**src/rtl/adc_seq.sv**
```systemverilog
module adc_seq #(
  parameter int NUM_IN    = 49,
  parameter int SEL_W     = 6,
  parameter int RES_W     = 12,
  parameter int BUF_DEPTH = 16
) (
  input  logic                         clk,
  input  logic                         rst_n,
  input  logic                         trig,
  input  logic                         cfg_simul,
  input  logic [1:0]                   cfg_chmode,
  input  logic                         cfg_mode12,
  input  logic                         cfg_alt,
  input  logic                         cfg_scan,
  input  logic [NUM_IN-1:0]            cfg_scanmask,
  input  logic                         cfg_single,
  input  logic [$clog2(BUF_DEPTH)-1:0] cfg_wrap_m1,
  input  logic [SEL_W-1:0]             a_ch0p,
  input  logic                         a_ch0n,
  input  logic [2:0]                   a_grpp,
  input  logic [1:0]                   a_grpn,
  input  logic [SEL_W-1:0]             b_ch0p,
  input  logic                         b_ch0n,
  input  logic [2:0]                   b_grpp,
  input  logic [1:0]                   b_grpn,
  output logic [SEL_W-1:0]             ch0_pos,
  output logic                         ch0_neg,
  output logic [2:0]                   grp_pos,
  output logic [1:0]                   grp_neg,
  output logic [3:0]                   sample_en,
  output logic                         conv_req,
  output logic [1:0]                   conv_ch,
  input  logic                         conv_done,
  input  logic [RES_W-1:0]             conv_data,
  input  logic [$clog2(BUF_DEPTH)-1:0] rd_addr,
  output logic [RES_W-1:0]             rd_data,
  output logic                         busy,
  output logic                         irq
);
  localparam int PTR_W = $clog2(BUF_DEPTH);

  typedef enum logic [1:0] {S_IDLE, S_SAMP, S_REQ, S_WAIT} st_t;

  st_t              st;
  logic [1:0]       ch, last_q;
  logic             simul_q, m12_q, alt_ph;
  logic [SEL_W-1:0] scan_ptr, pick;
  logic             hit;
  logic [PTR_W-1:0] res_cnt;
  logic [RES_W-1:0] mem [BUF_DEPTH];

  wire start   = (st == S_IDLE) && trig;
  wire use_b   = cfg_alt && alt_ph;
  wire last_ch = cfg_mode12 ? 1'b0 : 1'b1;
  wire [1:0] nlast = !last_ch ? 2'd0 : cfg_chmode[1] ? 2'd3 : cfg_chmode[0] ? 2'd1 : 2'd0;
  wire [3:0] act = (last_q == 2'd3) ? 4'b1111 : (last_q == 2'd1) ? 4'b0011 : 4'b0001;
  wire fin     = (st == S_WAIT) && conv_done;
  wire [PTR_W-1:0] wa = cfg_single ? '0 : res_cnt;
  wire [RES_W-1:0] store = m12_q ? conv_data : {{(RES_W-10){1'b0}}, conv_data[9:0]};

  assign busy      = (st != S_IDLE);
  assign conv_req  = (st == S_REQ);
  assign conv_ch   = ch;
  assign sample_en = (st != S_SAMP) ? 4'b0 : simul_q ? act : (4'b1 << ch);
  assign rd_data   = mem[rd_addr];

  always_comb begin
    logic [SEL_W-1:0] low;
    logic             any;
    hit  = 1'b0;
    pick = '0;
    low  = '0;
    any  = 1'b0;
    for (int i = NUM_IN-1; i >= 0; i--) begin
      if (cfg_scanmask[i]) begin
        low = SEL_W'(i);
        any = 1'b1;
        if (i >= int'(scan_ptr)) begin
          pick = SEL_W'(i);
          hit  = 1'b1;
        end
      end
    end
    if (!hit) begin
      pick = low;
      hit  = any;
    end
  end

  always_ff @(posedge clk or negedge rst_n) begin
    if (!rst_n) begin
      st       <= S_IDLE;
      ch       <= '0;
      last_q   <= '0;
      simul_q  <= 1'b0;
      m12_q    <= 1'b0;
      alt_ph   <= 1'b0;
      scan_ptr <= '0;
      ch0_pos  <= '0;
      ch0_neg  <= 1'b0;
      grp_pos  <= '0;
      grp_neg  <= '0;
    end else begin
      case (st)
        S_IDLE: if (start) begin
          st      <= S_SAMP;
          ch      <= '0;
          last_q  <= nlast;
          simul_q <= cfg_simul;
          m12_q   <= cfg_mode12;
          ch0_neg <= use_b ? b_ch0n : a_ch0n;
          grp_pos <= use_b ? b_grpp : a_grpp;
          grp_neg <= use_b ? b_grpn : a_grpn;
          if (cfg_scan && hit) begin
            ch0_pos  <= pick;
            scan_ptr <= pick + 1'b1;
          end else if (cfg_scan) begin
            ch0_pos <= a_ch0p;
          end else begin
            ch0_pos <= use_b ? b_ch0p : a_ch0p;
          end
        end
        S_SAMP: st <= S_REQ;
        S_REQ:  st <= S_WAIT;
        S_WAIT: if (conv_done) begin
          if (ch == last_q) begin
            st     <= S_IDLE;
            alt_ph <= cfg_alt ? !alt_ph : 1'b0;
          end else begin
            ch <= ch + 1'b1;
            st <= simul_q ? S_REQ : S_SAMP;
          end
        end
        default: st <= S_IDLE;
      endcase
    end
  end

  always_ff @(posedge clk or negedge rst_n) begin
    if (!rst_n) begin
      res_cnt <= '0;
      irq     <= 1'b0;
    end else begin
      irq <= fin && (res_cnt == cfg_wrap_m1);
      if (fin) res_cnt <= (res_cnt == cfg_wrap_m1) ? '0 : res_cnt + 1'b1;
    end
  end

  always_ff @(posedge clk) begin
    if (fin) mem[wa] <= store;
  end
endmodule

```
**config.mk**
```make
export PLATFORM = sky130hd
export DESIGN_NAME = adc_seq
export DESIGN_NICKNAME = d
export VERILOG_FILES = /design/src/rtl/adc_seq.sv
export SDC_FILE = /design/constraint.sdc
export NUM_CORES = 1
export LEC_CHECK = 0
export ABC_CLOCK_PERIOD_IN_PS = 3230
export BUFFER_PORTS_ARGS = -buffer_cell sky130_fd_sc_hd__buf_4
export CAP_MARGIN = 10
export CELL_PAD_IN_SITES_DETAIL_PLACEMENT = 1
export CELL_PAD_IN_SITES_GLOBAL_PLACEMENT = 2
export CORE_MARGIN = 1.5
export CORE_UTILIZATION = 41
export CTS_CLUSTER_SIZE = 16
export DETAILED_ROUTE_END_ITERATION = 12
export PLACE_DENSITY = 0.85
export RECOVER_POWER = 25
export SLEW_MARGIN = 20
export SYNTH_ARGS = -nofsm -noshare
export SYNTH_HDL_FRONTEND = slang
export SYNTH_SLANG_ARGS = --single-unit
```
**constraint.sdc**
```tcl
create_clock -name clk -period 3.23 [get_ports clk]
set_input_delay 0.4845 -clock clk [delete_from_list [all_inputs] [get_ports clk]]
set_output_delay 0.4845 -clock clk [all_outputs]
set_load 0.05 [all_outputs]
```
==> impl_metrics.csv <==
group,metric,value,unit
outcome,status,"finished clean",
synthesis,syn_area_per_cell,13.4,um^2
sta,drv_slew,0,
run,drv_cap,0,
detailed_routing,wl_per_cell,23.1,um
place,gp_congestion,0.912,
synthesis,synth_most_common_cell,"edfxtp_1",
detailed_routing,via_per_inst,5.77,
clock_network,clockRootBuffer,"clkbuf_16",
cells_and_area,num_antenna_cells,0,
synthesis,synth.distinct_cells,90,
clock_network,cts_tree,"built",
worst_setup_path,endpoint,"scan_ptr[4]$_DFFE_PN0P_",
sta,hold_viol,0,
detailed_routing,remaining_drc_errors,0,
worst_setup_path,critPathMaxFanout,9,
sta,tightest_slew,0.799,ns
place,portBuffers,136,
worst_setup_path,arrival,3.51,ns
sta,setup_viol_count_final,0,
detailed_routing,antenna_left,0,
clock_network,clkTransAtPathRegs,0.06,ns
synthesis,syn_nets,968,
synthesis,synth_common_cells,"edfxtp_1, nand2_1, mux4_2, nor2_1, o21ai_0",
worst_hold_path,hp-class,"input pin to flip-flop",
die,rows,61,
global_routing,grt_usage,0.234,
pwr,total_power,10.1,mW
cells_and_area,drive_gt1_frac,0.331,
sta,finalCritPeriodShare,0.952,
detailed_routing,initialDrtViolationCount,579,
synthesis,syn_area,11500,um^2
die,start_util,0.415,
sta,slew_headroom,0.462,
pwr,ir_worst_vdd,0.000406,V
detailed_routing,wirelength,33500,um
synthesis,yosysWarnings,0,
synthesis,yosys.area.top_type,"edfxtp_1",
place,dp_hpwl,24100,um
cells_and_area,postLayoutCoreUtil,0.510,
clock_network,clk-insertion-delay-late,0.53,ns
synthesis,ys_top_cells_by_area,"edfxtp_1, mux4_2, dfrtp_1",
synthesis,ys_seq_area_frac,0.571,
die,pin_count,137,
die,die-area,29100,um^2
synthesis,synthCells,858,
worst_hold_path,hold_depth,2,
die,die_height,171,um
worst_setup_path,regToRegSetupSlack,0.15,ns
pwr,power_per_cell_area,718,nW/um^2
clock_network,cts_buffers,24,
clock_network,htree_levels,1,
clock_network,cts_sinks,224,
pwr,leakage,5.14,nW
worst_setup_path,worst_setup_path_start_kind,"flip-flop",
worst_setup_path,cp-startpoint,"scan_ptr[1]$_DFFE_PN0P_",
global_routing,grt_max_degree,33,
detailed_routing,dr.pass1.iters,5,
place,placed_cell_area,13300,um^2
synthesis,synth_edf_count,192,
sta,fmax,325,MHz
global_routing,grt_pass1_wl,51100,um
global_routing,antenna_found_initial,1,
worst_setup_path,required,3.67,ns
worst_setup_path,r2r-end,"scan_ptr[4]$_DFFE_PN0P_",
die,die_x,171,um
sta,skew,0.0222,ns
cells_and_area,syn_to_final_growth,22.7,%
worst_setup_path,reg2reg_depth,13,
worst_setup_path,r2r-start,"scan_ptr[1]$_DFFE_PN0P_",
global_routing,overflow,0,
synthesis,synth_flop_cell,"edfxtp_1",
synthesis,async_flop_share,0.143,
sta,layout_min_cycle_time,3.08,ns
global_routing,grt_pass1_vias,8641,
synthesis,synth_top_area_share,0.501,
detailed_routing,vias,8357,
die,core,27700,um^2
synthesis,synth_seq_cells,224,
cells_and_area,fin_area,14100,um^2
worst_setup_path,path_class,"flip-flop to flip-flop",
worst_setup_path,endpoint_kind,"flip-flop",
clock_network,clk_path_buf_depth,3,
cells_and_area,nets,1162,
==> repair_timing <==
action / in CTS / in global routing
gates resized for setup: 1 / 18
pin swaps: 0 / 2
setup endpoints to repair: 1 / 6
buffers inserted: 0 / 5
hold endpoints to repair: 32 / 0
hold buffers: 1 / 0
==> critical path: stages, from the launching register on <==
cell,delay (ns)
dfrtp_2,0.48
buf_4,0.22
nand3_1,0.09
a21o_1,0.22
a2111oi_4,0.35
a222oi_1,0.15
a2111oi_2,0.46
o22ai_1,0.15
a32o_2,0.26
ha_1,0.21
inv_1,0.07
a211oi_2,0.04
xnor2_1,0.15
o21ai_1,0.14
==> worst min path at each step <==
stage | to | startpoint | slack [ns]
CTS | last_q[0]$_DFFE_PN0P_ | cfg_mode12 | 0.16
finish | last_q[0]$_DFFE_PN0P_ | cfg_mode12 | 0.17
detailed placement | conv_ch[0]$_DFFE_PN0P_ | rst_n | 0.48
floorplan | alt_ph$_DFFE_PN0P_ | rst_n | 0.19
global placement | grp_pos[0]$_DFFE_PN0P_ | grp_pos[0]$_DFFE_PN0P_ | 0.46
global route | last_q[0]$_DFFE_PN0P_ | cfg_mode12 | 0.16
==> placed cells by master (no fill, tap or decap), drive strengths merged, types with 15 or more instances in the layout <==
cell type  count
mux4          60
nor4          15
dfrtp         32
inv           24
nor2          61
edfxtp       192
nand2         69
buf          202
a211oi        17
clkbuf        37
a21oi         27
nand3         25
o21ai         68
==> state kept, by name (all words and copies together) (netlist names) <==
signal    flops
m12_q         1
scan_ptr      6
conv_ch       2
mem         192
grp_pos       3
ch0_pos       6
simul_q       1
grp_neg       2
alt_ph        1
ch0_neg       1
st            2
last_q        2
irq           1
res_cnt       4
==> through the flow <==
stage	TNS, ns	setup slack (ns)	hold WS, ns	cells
after floorplan	0	0.261	0.189	858
after global placement	0	0.0792	0.462	1398
after detailed placement	0	0.0454	0.475	1398
after CTS	0	0.000950	0.156	1443
after global routing	-0.0257	-0.0257	0.162	1448
final	0	0.155	0.171	1448
==> kinds of logic after synthesis <==
kind of cell | count (synthesis) | synth area share
DFF | 224 | 0.571
adders and majority gates | 6 | 0.00652
xor gates and xnor gates | 8 | 0.00609
and+or+nand+nor | 258 | 0.116
buffers and inverters | 69 | 0.0313
AOI/OAI and AO/OA | 215 | 0.136
muxes | 78 | 0.134
==> layout make-up <==
type / instances / area, um^2
timing repair buffer: 213 / 1600
inverter: 24 / 90.1
sequential: 224 / 6580
fill: 2868 / 13600
clock buffer: 27 / 612
multi-input combinational: 565 / 4650
tap: 378 / 473
clock inverter: 17 / 121
==> routing by layer <==
| layer | up-vias | share of wire | global-route usage |
|---|---|---|---|
| li1 | 3827 | - | - |
| met1 | 4199 | 0.43 | 0.313 |
| met2 | 283 | 0.50 | 0.404 |
| met3 | 48 | 0.046 | 0.0252 |
| met4 | 0 | 0.023 | 0.0643 |
| met5 | - | 0 | 0 |
==> where the power goes <==
part	internal [mW]	leakage, nW	switching [mW]
clock	1.45	0.362	1.11
combinational	1.49	2.66	2.35
sequential	3.44	2.12	0.302
Note: power is estimated with default switching activity, not from simulation.
